==> src/rtl/dpca_pkg.sv <==
package dpca_pkg;

  // Status flags that the datapath reports to the control each cycle.
  typedef struct packed {
    logic match;         // both enabled, addresses equal
    logic contStart;     // first cycle of a contention episode
    logic rightEarlier;  // right began more than TIE_WIN cycles before left
  } arbStatus_t;

  // Strobes that the control returns to the datapath.
  typedef struct packed {
    logic blockLeft;
    logic blockRight;
  } arbStrobe_t;

  localparam int PORTS = 2;
  localparam int LEFT  = 0;
  localparam int RIGHT = 1;

endpackage

==> src/rtl/dpca_datapath.sv <==
module dpca_datapath
  import dpca_pkg::*;
#(
  parameter int ADDR_W  = 4,
  parameter int AGE_W   = 4,
  parameter int TIE_WIN = 1
) (
  input  logic              clk,
  input  logic              rstN,
  input  logic              masterMode,
  input  logic              leftEn,
  input  logic              leftWe,
  input  logic [ADDR_W-1:0] leftAddr,
  input  logic              rightEn,
  input  logic              rightWe,
  input  logic [ADDR_W-1:0] rightAddr,
  input  logic              leftBusyInN,
  input  logic              rightBusyInN,
  input  arbStrobe_t        strobe,
  output arbStatus_t        status,
  output logic              leftBusyN,
  output logic              rightBusyN,
  output logic              leftWeGate,
  output logic              rightWeGate,
  output logic              leftWrBlock,
  output logic              rightWrBlock
);

  localparam int CMP_W = AGE_W + 2;
  localparam logic [AGE_W-1:0] AGE_MAX = {AGE_W{1'b1}};
  localparam logic [CMP_W-1:0] TIE_V   = CMP_W'(TIE_WIN);

  logic [PORTS-1:0]  enV;
  logic [PORTS-1:0]  weV;
  logic [PORTS-1:0]  extBusy;
  logic [PORTS-1:0]  blockV;
  logic [PORTS-1:0]  newAcc;
  logic [ADDR_W-1:0] addrV   [PORTS];
  logic [AGE_W-1:0]  curAge  [PORTS];

  assign enV[LEFT]      = leftEn;
  assign enV[RIGHT]     = rightEn;
  assign weV[LEFT]      = leftWe;
  assign weV[RIGHT]     = rightWe;
  assign addrV[LEFT]    = leftAddr;
  assign addrV[RIGHT]   = rightAddr;
  assign extBusy[LEFT]  = ~leftBusyInN;
  assign extBusy[RIGHT] = ~rightBusyInN;

  // Per-port access tracking: start detection and age since start.
  for (genvar p = 0; p < PORTS; p++) begin : g_port
    logic              enPrev;
    logic [ADDR_W-1:0] addrPrev;
    logic [AGE_W-1:0]  ageReg;
    logic [AGE_W-1:0]  ageNext;

    assign newAcc[p] = enV[p] & (~enPrev | (addrV[p] != addrPrev));
    assign curAge[p] = newAcc[p] ? '0 : ageReg;
    assign ageNext   = (curAge[p] == AGE_MAX) ? curAge[p] : curAge[p] + 1'b1;

    always_ff @(posedge clk or negedge rstN) begin
      if (!rstN) begin
        enPrev   <= 1'b0;
        addrPrev <= '0;
        ageReg   <= '0;
      end else begin
        enPrev   <= enV[p];
        addrPrev <= addrV[p];
        ageReg   <= enV[p] ? ageNext : '0;
      end
    end
  end

  // Contention detection.
  logic matchNow;
  logic matchPrev;

  assign matchNow = (&enV) & (addrV[LEFT] == addrV[RIGHT]);

  always_ff @(posedge clk or negedge rstN) begin
    if (!rstN) matchPrev <= 1'b0;
    else       matchPrev <= matchNow;
  end

  assign status.match        = matchNow;
  assign status.contStart    = matchNow & (~matchPrev | (|newAcc));
  assign status.rightEarlier = {2'b00, curAge[RIGHT]} > ({2'b00, curAge[LEFT]} + TIE_V);

  // Blocking source depends on mode.
  assign blockV[LEFT]  = masterMode ? strobe.blockLeft  : extBusy[LEFT];
  assign blockV[RIGHT] = masterMode ? strobe.blockRight : extBusy[RIGHT];

  assign leftBusyN    = ~(masterMode & strobe.blockLeft);
  assign rightBusyN   = ~(masterMode & strobe.blockRight);
  assign leftWeGate   = enV[LEFT]  & weV[LEFT]  & ~blockV[LEFT];
  assign rightWeGate  = enV[RIGHT] & weV[RIGHT] & ~blockV[RIGHT];
  assign leftWrBlock  = enV[LEFT]  & weV[LEFT]  &  blockV[LEFT];
  assign rightWrBlock = enV[RIGHT] & weV[RIGHT] &  blockV[RIGHT];

  // a busy output only with both enabled on one address
  p_busy_needs_match_r1: assert property (@(posedge clk) disable iff (!rstN)
    (!leftBusyN || !rightBusyN) |-> (leftEn && rightEn && leftAddr == rightAddr));

  // slave mode never drives busy
  p_slave_quiet_r9: assert property (@(posedge clk) disable iff (!rstN)
    !masterMode |-> (leftBusyN && rightBusyN));

  // a busied port never passes a write strobe
  p_busied_no_write_r8: assert property (@(posedge clk) disable iff (!rstN)
    (masterMode && !leftBusyN) |-> !leftWeGate);

  // gated strobe and inhibit are never both high
  p_gate_excl_r8: assert property (@(posedge clk) disable iff (!rstN)
    !(rightWeGate && rightWrBlock));

endmodule

==> src/rtl/dpca_control.sv <==
module dpca_control
  import dpca_pkg::*;
(
  input  logic       clk,
  input  logic       rstN,
  input  arbStatus_t status,
  output arbStrobe_t strobe
);

  logic winRightReg;
  logic winRight;

  // Decide fresh at the start of an episode, otherwise reuse the latch.
  assign winRight = status.contStart ? status.rightEarlier : winRightReg;

  always_ff @(posedge clk or negedge rstN) begin
    if (!rstN)                 winRightReg <= 1'b0;
    else if (status.contStart) winRightReg <= status.rightEarlier;
  end

  assign strobe.blockLeft  = status.match &  winRight;
  assign strobe.blockRight = status.match & ~winRight;

  // exactly one loser while a match exists
  p_one_loser_r2: assert property (@(posedge clk) disable iff (!rstN)
    status.match |-> ($countones({strobe.blockLeft, strobe.blockRight}) == 1));

  // decision stays put through a continuing episode
  p_hold_decision_r5: assert property (@(posedge clk) disable iff (!rstN)
    (status.match && !status.contStart) |-> (strobe.blockLeft == $past(strobe.blockLeft)));

  // no block without a match
  p_release_r6: assert property (@(posedge clk) disable iff (!rstN)
    !status.match |-> (!strobe.blockLeft && !strobe.blockRight));

endmodule

==> src/rtl/dual_port_contention_arbiter.sv <==
module dual_port_contention_arbiter
  import dpca_pkg::*;
#(
  parameter int ADDR_W  = 4,
  parameter int AGE_W   = 4,
  parameter int TIE_WIN = 1
) (
  input  logic              clk,
  input  logic              rstN,
  input  logic              masterMode,
  input  logic              leftEn,
  input  logic              leftWe,
  input  logic [ADDR_W-1:0] leftAddr,
  input  logic              rightEn,
  input  logic              rightWe,
  input  logic [ADDR_W-1:0] rightAddr,
  input  logic              leftBusyInN,
  input  logic              rightBusyInN,
  output logic              leftBusyN,
  output logic              rightBusyN,
  output logic              leftWeGate,
  output logic              rightWeGate,
  output logic              leftWrBlock,
  output logic              rightWrBlock
);

  arbStatus_t status;
  arbStrobe_t strobe;

  dpca_datapath #(
    .ADDR_W (ADDR_W),
    .AGE_W  (AGE_W),
    .TIE_WIN(TIE_WIN)
  ) u_dp (
    .clk         (clk),
    .rstN        (rstN),
    .masterMode  (masterMode),
    .leftEn      (leftEn),
    .leftWe      (leftWe),
    .leftAddr    (leftAddr),
    .rightEn     (rightEn),
    .rightWe     (rightWe),
    .rightAddr   (rightAddr),
    .leftBusyInN (leftBusyInN),
    .rightBusyInN(rightBusyInN),
    .strobe      (strobe),
    .status      (status),
    .leftBusyN   (leftBusyN),
    .rightBusyN  (rightBusyN),
    .leftWeGate  (leftWeGate),
    .rightWeGate (rightWeGate),
    .leftWrBlock (leftWrBlock),
    .rightWrBlock(rightWrBlock)
  );

  dpca_control u_ctl (
    .clk   (clk),
    .rstN  (rstN),
    .status(status),
    .strobe(strobe)
  );

endmodule

==> config.mk <==
export PLATFORM = sky130hd
export DESIGN_NAME = dual_port_contention_arbiter
export DESIGN_NICKNAME = d
export VERILOG_FILES = /design/src/rtl/dpca_pkg.sv /design/src/rtl/dpca_datapath.sv /design/src/rtl/dpca_control.sv /design/src/rtl/dual_port_contention_arbiter.sv
export SDC_FILE = /design/constraint.sdc
export NUM_CORES = 1
export LEC_CHECK = 0
export BUFFER_PORTS_ARGS = -buffer_cell sky130_fd_sc_hd__buf_2
export CORE_ASPECT_RATIO = 1.5
export CORE_MARGIN = 2
export CORE_UTILIZATION = 52
export CTS_BUF_LIST = sky130_fd_sc_hd__clkbuf_2 sky130_fd_sc_hd__clkbuf_4 sky130_fd_sc_hd__clkbuf_8
export CTS_CLUSTER_SIZE = 10
export DETAILED_ROUTE_END_ITERATION = 7
export GPL_TIMING_DRIVEN = 0
export PLACE_DENSITY_LB_ADDON = 0.12
export SLEW_MARGIN = 25
export SYNTH_ARGS = -nofsm -noshare
export SYNTH_HDL_FRONTEND = slang
export SYNTH_SLANG_ARGS = --single-unit
==> constraint.sdc <==
create_clock -name clk -period 3.8 [get_ports clk]
set_clock_uncertainty 0.2 [all_clocks]
set_input_delay 0.19 -clock clk [delete_from_list [all_inputs] [get_ports clk]]
set_output_delay 0.19 -clock clk [all_outputs]
set_load 0.01 [all_outputs]
### After elaboration in Yosys (flattened, before gate mapping)

Index checks and enable logic that the tools add are counted.

| storage, ports and cells | value |
|---|---|
| register bits after elaboration | 20 |
| bits of input ports | 17 |
| output and inout port bits | 6 |
| word-level logic and storage cells | 55 |

| operators by class | value |
|---|---|
| add/subtract/negate cells | 3 |
| order comparisons | 1 |
| eq/ne operators | 5 |
| multiplexer cells | 9 |
| bitwise operators | 27 |
| reduce and logical (&&, ||, !) cells | 2 |

Operator list:

| operator | count |
|---|---|
| $mux 4 | 6 |
| $and 1x1->1 | 14 |
| $not 1->1 | 10 |
| $add 4x1->4 const B | 2 |
| $eq 4x4->1 const B | 2 |
| $ne 4x4->1 | 2 |
| $gt 4x6->1 | 1 |
| $add 4x1->5 const B | 1 |
| $eq 4x4->1 | 1 |
| $mux 1 | 3 |
| $or 1x1->1 | 3 |
| $reduce_and 2->1 | 1 |
| $reduce_or 2->1 | 1 |

### Longest topological paths before layout

Gate-level depths: netlist of run 1.

| logic depth | value |
|---|---|
| depth after elaboration | 12 |
| mapped depth | 14 |
| gate-level depth less buffers | 14 |

### Cells and area by module

From an unflattened synthesis of run 1, not the netlist that was laid out.

| second synthesis, totals | value |
|---|---|
| cells, all modules | 125 |
| area total of the unflattened synthesis | 1253.7 um2 |

By module, submodules not included:

| module | instances | cells an instance | area an instance (um2) | sequential area each (um2) |
|---|---|---|---|---|
| dpca_datapath | 1 | 120 | 1202.4 | 475.5 |
| dpca_control | 1 | 5 | 51.3 | 25.0 |

### Least setup slack after synthesis of run 1

OpenSTA, ideal clock, no wires.

| timing path | value |
|---|---|
| kind | reg-to-output |
| start | register u_dp.g_port[0].addrPrev[2] |
| end | output leftWrBlock |
| data arrival time | 2.855 ns |
| required time | 3.410 ns |
| setup slack | 0.555 ns |
| stages on the path, launching flop included | 14 |
| buffers on the path | 0 |
| cells stage by stage | dfrtp_1 xnor2_1 nand3_1 o21ai_0 and2_1 ha_1 xor2_1 ha_1 nand4_1 o21ai_0 a211o_1 a211oi_1 o21ai_2 a21oi_1 |

| on the way | value |
|---|---|
| cells in the longest elaborated chain, start to end | 10 |
| elaborated cells on any way between the ends | 13 |
| classes of those cells | add/sub: 1; order compare: 1; eq/ne: 1; mux: 3; bitwise: 6; reduce/logical: 1 |

Ends and longest elaborated chain:

| what | RTL line | RTL |
|---|---|---|
| start: declaration | dpca_datapath.sv:53 | `logic [ADDR_W-1:0] addrPrev;` |
| start signal: assignment | dpca_datapath.sv:68 | `addrPrev <= addrV[p];` |
| $ne 4x4->1 (*) | dpca_datapath.sv:57 | `assign newAcc[p] = enV[p] & (~enPrev \| (addrV[p] != addrPrev));` |
| $or 1x1->1 (*) | dpca_datapath.sv:57 |  |
| $and 1x1->1 (*) | dpca_datapath.sv:57 |  |
| $mux 4 or $reduce_or 2->1 (tied branches) | dpca_datapath.sv:58, dpca_datapath.sv:86 |  |
| $add 4x1->5 or $or 1x1->1 (tied branches) | dpca_datapath.sv:87, dpca_datapath.sv:86 |  |
| $gt 4x6->1 or $and 1x1->1 (tied branches) | dpca_datapath.sv:87, dpca_datapath.sv:86 |  |
| $mux 1 (*) | n/a |  |
| $and 1x1->1 (*) | dpca_control.sv:21 | `assign strobe.blockLeft = status.match & winRight;` |
| $mux 1 (*) | dpca_datapath.sv:90 | `assign blockV[LEFT] = masterMode ? strobe.blockLeft : extBusy[LEFT];` |
| $and 1x1->1 (*) | dpca_datapath.sv:97 | `assign leftWrBlock = enV[LEFT] & weV[LEFT] & blockV[LEFT];` |
| end: declaration | dual_port_contention_arbiter.sv:23 | `output logic leftWrBlock,` |

Every way passes the cells marked *; elsewhere a longest branch is shown, timed or not.

### Final worst setup path of run 1

| timing path | value |
|---|---|
| start | input rightAddr[0] |
| end | output rightWrBlock |

| on the way | value |
|---|---|
| cells in the longest elaborated chain, start to end | 11 |
| elaborated cells on any way between the ends | 15 |
| classes of those cells | order compare: 1; eq/ne: 2; mux: 3; bitwise: 8; reduce/logical: 1 |

Ends and longest elaborated chain:

| what | RTL line | RTL |
|---|---|---|
| start: declaration | dual_port_contention_arbiter.sv:16 | `input logic [ADDR_W-1:0] rightAddr,` |
| parallel branches: the longest is 8 deep, another holds $gt 4x6->1 | n/a |  |
| $and 1x1->1 (*) | dpca_control.sv:22 | `assign strobe.blockRight = status.match & ~winRight;` |
| $mux 1 (*) | dpca_datapath.sv:91 | `assign blockV[RIGHT] = masterMode ? strobe.blockRight : extBusy[RIGHT];` |
| $and 1x1->1 (*) | dpca_datapath.sv:98 | `assign rightWrBlock = enV[RIGHT] & weV[RIGHT] & blockV[RIGHT];` |
| end: declaration | dual_port_contention_arbiter.sv:24 | `output logic rightWrBlock` |

Mark *: on every way between the ends.

==> results.cfg, run 1 <==
[cells_and_area]
drive_gt1_share_pct = 32.7
diodes = 0
nNetsFinal = 177
instances_no_fill = 176
fin_area_um2 = 1560
final_util_pct = 71.4
areaGrowthSynthToFinish_pct = 33.2

[placed_design]
dpl.hpwl_mm = 1.71
gp_congestion = 0.738
dpl_cell_area_um2 = 1310
io_buffers = 22
dp_cells = 157

[routing]
dr.pass1.iters = 4
vias_per_cell = 5.60
first_iter_violations = 15
post_drt_wl_per_cell_um = 14.3
wl_mm = 2.51
detail-route-antenna-nets = 0
drc = 0
route.vias.total = 985

[critical_path]
crit_top_cell = buf_2
cp.buffers_inverters = 4
cp_cell_sequence = dlygate4sd3_1 > buf_2 > xnor2_1 > nand2_1 > o41ai_4 > buf_4 > and2_2 > ha_1 > nand4_1 > o21ai_0 > a211o_1 > a211oi_2 > nor2_2 > a32o_1 > buf_2
slowest_delay_ns = 0.53
start_kind = primary input
end_kind = output pin
crit_arrival_ns = 3.23
cp_top_family = compound AO/OA/AOI/OAI gates
cp.required_ns = 3.41
worstSetupPathType = primary input to output pin
critical_path_peak_fanout = 7
crit_slowest_cell = dlygate4sd3_1

[timing]
min_period_ns = 3.62
period_share_pct = 95.2
tightestPinTransition_ns = 0.704
fmax_mhz = 276
slew_viol_final = 0
hold_viol_final = 0
relSlewSlack_pct = 52.6
setup-violations-final = 0
hold_ws_ns = 0.0819

[floorplanning]
die_h_um = 62.1
fp-row-count = 21
initial_core_util_pct = 53.6
die_w_um = 42.7
fp.coreArea_um2 = 2180
dieArea_um2 = 2650
ios = 23

[cts]
clk_latency_ns = 0.31
cts_sinks = 20
htreeDepth = 1
clkSlewWorstSetupHoldPaths_ns = 0.13
cts_root_buf = clkbuf_4
cts_inserted_buffers = 3
cts_buffer_depth = 2
cts_tree = yes

[power]
p_per_area_nw_per_um2 = 321
p_leak_nw = 0.732
total_power_w = 0.000500
ir_worst_vdd_mv = 0.428

[yosys]
synth_seq_cells = 20
syn_area_per_cell_um2 = 10.4
yosys_warnings = 0
synth_area_um2 = 1170
syn_nets = 135
ys_types = 36
syn_inst = 112
yosysSeqAreaShare_pct = 42.8

[job]
cap_viol_max_count = 0

[global_route]
antenna_found_initial = 0
first_global_vias = 907
grt_use_total_pct = 20.2
grt_first_pass_wirelength_mm = 3.91
overflow = 0
grt_max_degree = 21

[status]
status = finished clean

[min_path]
min_path_type = primary input to flop
-- stage by stage --
stage	setup TNS, ns	setup slack (ns)
final	0	0.182
after floorplan	0	0.555
after global routing	-0.0371	-0.0202
after CTS	0	0.0160
after detailed placement	0	0.135
after global placement	0	0.225
-- layer usage --
metal	share of wire, %	routed length (um)	vias up	track usage [%]
li1	-	-	479	-
met1	39	985	485	21.5
met2	57	1420	17	40.5
met3	2.3	57	4	1.73
met4	1.8	46	0	8.04
met5	0	0	-	0
-- where the power goes --
| part | internal (W) | total [W] | switching [W] |
|---|---|---|---|
| sequential | 0.000224 | 0.000231 | 0.00000732 |
| clock | 0.000107 | 0.000176 | 0.0000696 |
| combinational | 0.0000460 | 0.0000928 | 0.0000469 |
| total | 0.000376 | 0.000500 | 0.000124 |
-- layout make-up --
| type | count | area (um^2) |
|---|---|---|
| sequential | 20 | 500 |
| timing repair buffer | 37 | 250 |
| tap | 23 | 28.8 |
| buffer | 1 | 5.00 |
| clock buffer | 3 | 22.5 |
| fill | 175 | 624 |
| clock inverter | 1 | 30.0 |
| multi-input combinational | 86 | 701 |
| inverter | 5 | 18.8 |
-- Yosys cell counts --
library cell | number | area share, %
and3_4 | 1 | 0.96
dfrtp_1 | 20 | 43
a211o_1 | 1 | 0.75
a21oi_1 | 3 | 1.3
nor2_2 | 1 | 0.54
inv_1 | 5 | 1.6
xor2_1 | 7 | 5.2
nand3b_1 | 2 | 1.3
nor4_1 | 1 | 0.54
and4_1 | 1 | 0.75
nand2_1 | 9 | 2.9
buf_2 | 1 | 0.43
mux2i_1 | 2 | 1.7
a21boi_0 | 2 | 1.3
or2_2 | 1 | 0.54
mux2_2 | 1 | 0.96
o21ai_0 | 3 | 1.3
xnor2_1 | 9 | 6.7
nor2b_1 | 3 | 1.6
o211a_1 | 1 | 0.86
o2111a_1 | 1 | 0.96
and3b_1 | 2 | 1.5
and2_1 | 3 | 1.6
nand4_1 | 3 | 1.6
a211oi_1 | 1 | 0.64
o41ai_4 | 1 | 2.4
nand3_1 | 5 | 2.1
o22ai_1 | 1 | 0.54
a211oi_2 | 1 | 1.1
nor2_1 | 5 | 1.6
o21ai_2 | 1 | 0.75
and3_1 | 2 | 1.1
ha_1 | 6 | 6.4
and2_2 | 3 | 1.9
a32o_1 | 1 | 0.86
nor3_1 | 2 | 0.86
-- cell families after synthesis --
kind of cell | after synthesis | share of synthesized area [%]
AND/OR/NAND/NOR | 44 | 21.4
flip-flops | 20 | 42.8
AO/OA/AOI/OAI | 17 | 12.6
XOR/XNOR | 16 | 12.0
buffers and inverters | 6 | 2.03
adder cells (fa/ha/maj) | 6 | 6.42
multiplexers | 3 | 2.68
-- flip-flops by register name, summed over array words and instances (netlist names) --
name                  flops
u_dp.g_port.ageReg        8
u_dp.matchPrev            1
u_ctl.winRightReg         1
u_dp.g_port.enPrev        2
u_dp.g_port.addrPrev      8
-- final timing paths --
path | startpoint | end | slack [ns] | cells past startpoint
min in group asynchronous | rstN | u_dp.g_port[0].ageReg[3] | 0.14 | 2
worst min-delay path | leftAddr[1] | u_dp.matchPrev | 0.08 | 3
worst max register to register | u_dp.g_port[0].addrPrev[2] | u_ctl.winRightReg | 1.07 | 13
worst min register to register | u_ctl.winRightReg | u_ctl.winRightReg | 0.35 | 1
max in group asynchronous | rstN | u_dp.g_port[1].addrPrev[0] | 2.93 | 2
worst max-delay path | rightAddr[0] | rightWrBlock | 0.18 | 15
-- repair_timing --
action,4_1_cts,5_1_grt
hold buffers,11,0
buffers inserted,0,4
endpoints found under the setup margin,6,6
endpoints found under the hold margin,30,0
gates cloned,0,0
resized for setup,3,9
pin swaps,0,5
-- placed cells by master (no fill, tap or decap), types with 2 or more instances in the layout --
| cell type | Yosys | final |
|---|---|---|
| inv_1 | 5 | 5 |
| xor2_1 | 7 | 7 |
| dlygate4sd3_1 | 0 | 11 |
| and2_1 | 3 | 2 |
| a21boi_0 | 2 | 2 |
| nor2b_1 | 3 | 3 |
| nand2_2 | 0 | 2 |
| buf_4 | 0 | 4 |
| xnor2_1 | 9 | 7 |
| ha_1 | 6 | 5 |
| mux2i_1 | 2 | 2 |
| nor2_1 | 5 | 5 |
| a21oi_1 | 3 | 3 |
| and3_1 | 2 | 2 |
| dfrtp_1 | 20 | 20 |
| and2_2 | 3 | 3 |
| a211oi_2 | 1 | 2 |
| nor3_1 | 2 | 2 |
| buf_2 | 1 | 23 |
| nand2_1 | 9 | 7 |
| nand3_1 | 5 | 4 |
| xnor2_2 | 0 | 2 |
| o21ai_0 | 3 | 2 |
| nand3b_1 | 2 | 2 |
| nand4_1 | 3 | 3 |
| clkbuf_4 | 0 | 3 |
| and3b_1 | 2 | 2 |
-- worst register-to-register path, delay by kind of cell (launching register included) --
kind	cells	cell delay, ns
adder cells (fa/ha/maj)	2	0.44
AND/OR/NAND/NOR	4	0.42
AO/OA/AOI/OAI	3	0.54
buffers and inverters	2	0.15
flip-flops	1	0.42
XOR/XNOR	1	0.18
multiplexers	1	0.27
Power figures use the tool's default switching activity.
==> run 2: changes to the inputs <==
--- a/config.mk
+++ b/config.mk
@@ -13,7 +13,7 @@
 export CTS_CLUSTER_SIZE = 10
 export DETAILED_ROUTE_END_ITERATION = 7
 export GPL_TIMING_DRIVEN = 0
-export PLACE_DENSITY_LB_ADDON = 0.12
+export PLACE_DENSITY = 0.73
 export SLEW_MARGIN = 25
 export SYNTH_ARGS = -nofsm -noshare
 export SYNTH_HDL_FRONTEND = slang
==> results.cfg, run 2 (synthesis results as in run 1) <==
[cts]
clkSlewWorstSetupHoldPaths_ns = 0.10
cts_sinks = 20
cts_buffer_depth = 2
cts_tree = yes
cts_inserted_buffers = 3
htreeDepth = 1
cts_root_buf = clkbuf_4
clk_latency_ns = 0.30

[cells_and_area]
areaGrowthSynthToFinish_pct = 27.2
seq_area_um2 = 500
drive_gt1_share_pct = 29.1
final_util_pct = 68.2
diodes = 0
fin_area_um2 = 1490
fillers = 171
final_common_cell = buf_2
top_regs = u_dp.g_port.addrPrev x8, u_dp.g_port.ageReg x8, u_dp.g_port.enPrev x2
layout_common_cells = 23 x buf_2, 20 x dfrtp_1, 11 x dlygate4sd3_1
multi_input_area_um2 = 668
nNetsFinal = 176

[timing]
fin_ws_ns = 0.146
relSlewSlack_pct = 58.6
period_share_pct = 96.1
fmax_mhz = 274
tns_ns = 0
hold_viol_final = 0
tightestPinTransition_ns = 0.615
setup-violations-final = 0
slew_viol_final = 0
min_period_ns = 3.65

[critical_path]
slowest_delay_ns = 0.54
cp.required_ns = 3.41
cp_top_family = compound AO/OA/AOI/OAI gates
r2r_end = u_ctl.winRightReg
path_depth = 15
rrSetupSlack_ns = 1.00
critical_path_peak_fanout = 9
cp_cell_sequence = dlygate4sd3_1 > buf_2 > xnor2_1 > nand2_1 > o41ai_4 > buf_4 > and2_2 > ha_1 > nand4_1 > o21ai_0 > a211o_1 > a211oi_2 > nor2_2 > a32o_1 > buf_2
crit_arrival_ns = 3.26
crit_top_cell = buf_2
r2r-start = u_dp.g_port[0].addrPrev[3]
crit_start = rightAddr[0]
start_kind = primary input
end_kind = output pin
reg2reg_depth = 13
crit_slowest_cell = dlygate4sd3_1
worstSetupPathType = primary input to output pin
cp.buffers_inverters = 4
endpoint = rightWrBlock

[floorplanning]
die_h_um = 62.1
dieArea_um2 = 2650
ios = 23
fp.coreArea_um2 = 2180
fp-row-count = 21
die_w_um = 42.7
initial_core_util_pct = 53.6

[global_route]
first_global_vias = 973
antenna_found_initial = 0
overflow = 0
grt_use_total_pct = 21.7
grt_first_pass_wirelength_mm = 4.16
grt_max_degree = 21

[status]
status = finished clean

[placed_design]
io_buffers = 22
gp_congestion = 0.725
dpl.hpwl_mm = 1.74
post-place-ws_ns = 0.134
dpl_cell_area_um2 = 1310

[power]
ir_worst_vdd_mv = 0.268
total_power_w = 0.000421
p_per_area_nw_per_um2 = 283
p_leak_nw = 0.706

[routing]
first_iter_violations = 25
route.vias.total = 976
dr.pass1.iters = 4
post_drt_wl_per_cell_um = 14.6
vias_per_cell = 5.61
wl_mm = 2.54
drc = 0
detail-route-antenna-nets = 0

[job]
cap_viol_max_count = 0

[min_path]
min_path_type = primary input to flop
==> run 2: changes by cell type in the layout (fill, tap and decap cells not counted) <==
cell | previous run | this run
o21ai_4 | 1 | 0
and2_4 | 1 | 0
nand2_1 | 7 | 9
o21ai_2 | 1 | 2
ha_4 | 1 | 0
buf_4 | 4 | 3
nand2_2 | 2 | 0
xnor2_2 | 2 | 1
ha_2 | 0 | 1
xnor2_1 | 7 | 8
bufinv_16 | 1 | 0
and2_1 | 2 | 3
==> run 2: cell type report <==
class	count	share of cell area (%)
multi-input combinational	86	44.9
clock buffer	3	1.52
sequential	20	33.7
buffer	1	0.337
timing repair buffer	36	16.3
inverter	5	1.26
tap	23	1.94
==> run 2: worst reg2reg max path, cell delays in order (launching register included) <==
cell and delay [ns]:
dfrtp_1 0.41, xnor2_2 0.18, nand2_1 0.12, o21ai_2 0.20, nand2_1 0.11, inv_1 0.07
ha_2 0.27, inv_1 0.06, ha_1 0.24, nor2b_1 0.14, o21ai_0 0.17, a211o_1 0.19
nor2_1 0.05, mux2_2 0.28
==> run 2: how the worst min path moves through the flow <==
| stage | from | end | slack (ns) | cells past startpoint |
|---|---|---|---|---|
| floorplan | rstN | u_ctl.winRightReg | -0.31 | 0 |
| global placement | rstN | u_dp.g_port[1].enPrev | -0.04 | 1 |
| detailed placement | rstN | u_dp.g_port[1].addrPrev[0] | -0.04 | 1 |
| CTS | leftAddr[3] | u_dp.matchPrev | 0.07 | 3 |
| global route | leftAddr[2] | u_dp.matchPrev | 0.11 | 4 |
| finish | leftAddr[2] | u_dp.matchPrev | 0.11 | 4 |
==> run 2: layer usage <==
layer	GRT usage, %	up-vias	share of wire (%)
li1	-	476	-
met1	22.8	477	39
met2	41.8	19	57
met3	2.60	4	1.8
met4	12.1	0	2.1
met5	0	-	0
==> run 2: per-stage QoR <==
step	std cells	hold slack (ns)
2_1_floorplan	112	-0.306
3_3_place_gp	157	-0.0417
3_5_place_dp	157	-0.0410
4_1_cts	171	0.0726
5_1_grt	174	0.114
6_report	174	0.108
==> run 2: repair_timing <==
action	in CTS	in global routing
resized for setup	2	4
hold buffers	11	0
endpoints found under the hold margin	30	0
endpoints found under the setup margin	6	6
setup buffers	0	3
pin swaps	0	3
==> run 2: report_power, final <==
part	internal [W]	switching (W)	leakage [nW]
Combinational	0.0000432	0.0000471	0.442
Sequential	0.000224	0.00000631	0.250
Clock	0.0000370	0.0000637	0.0138
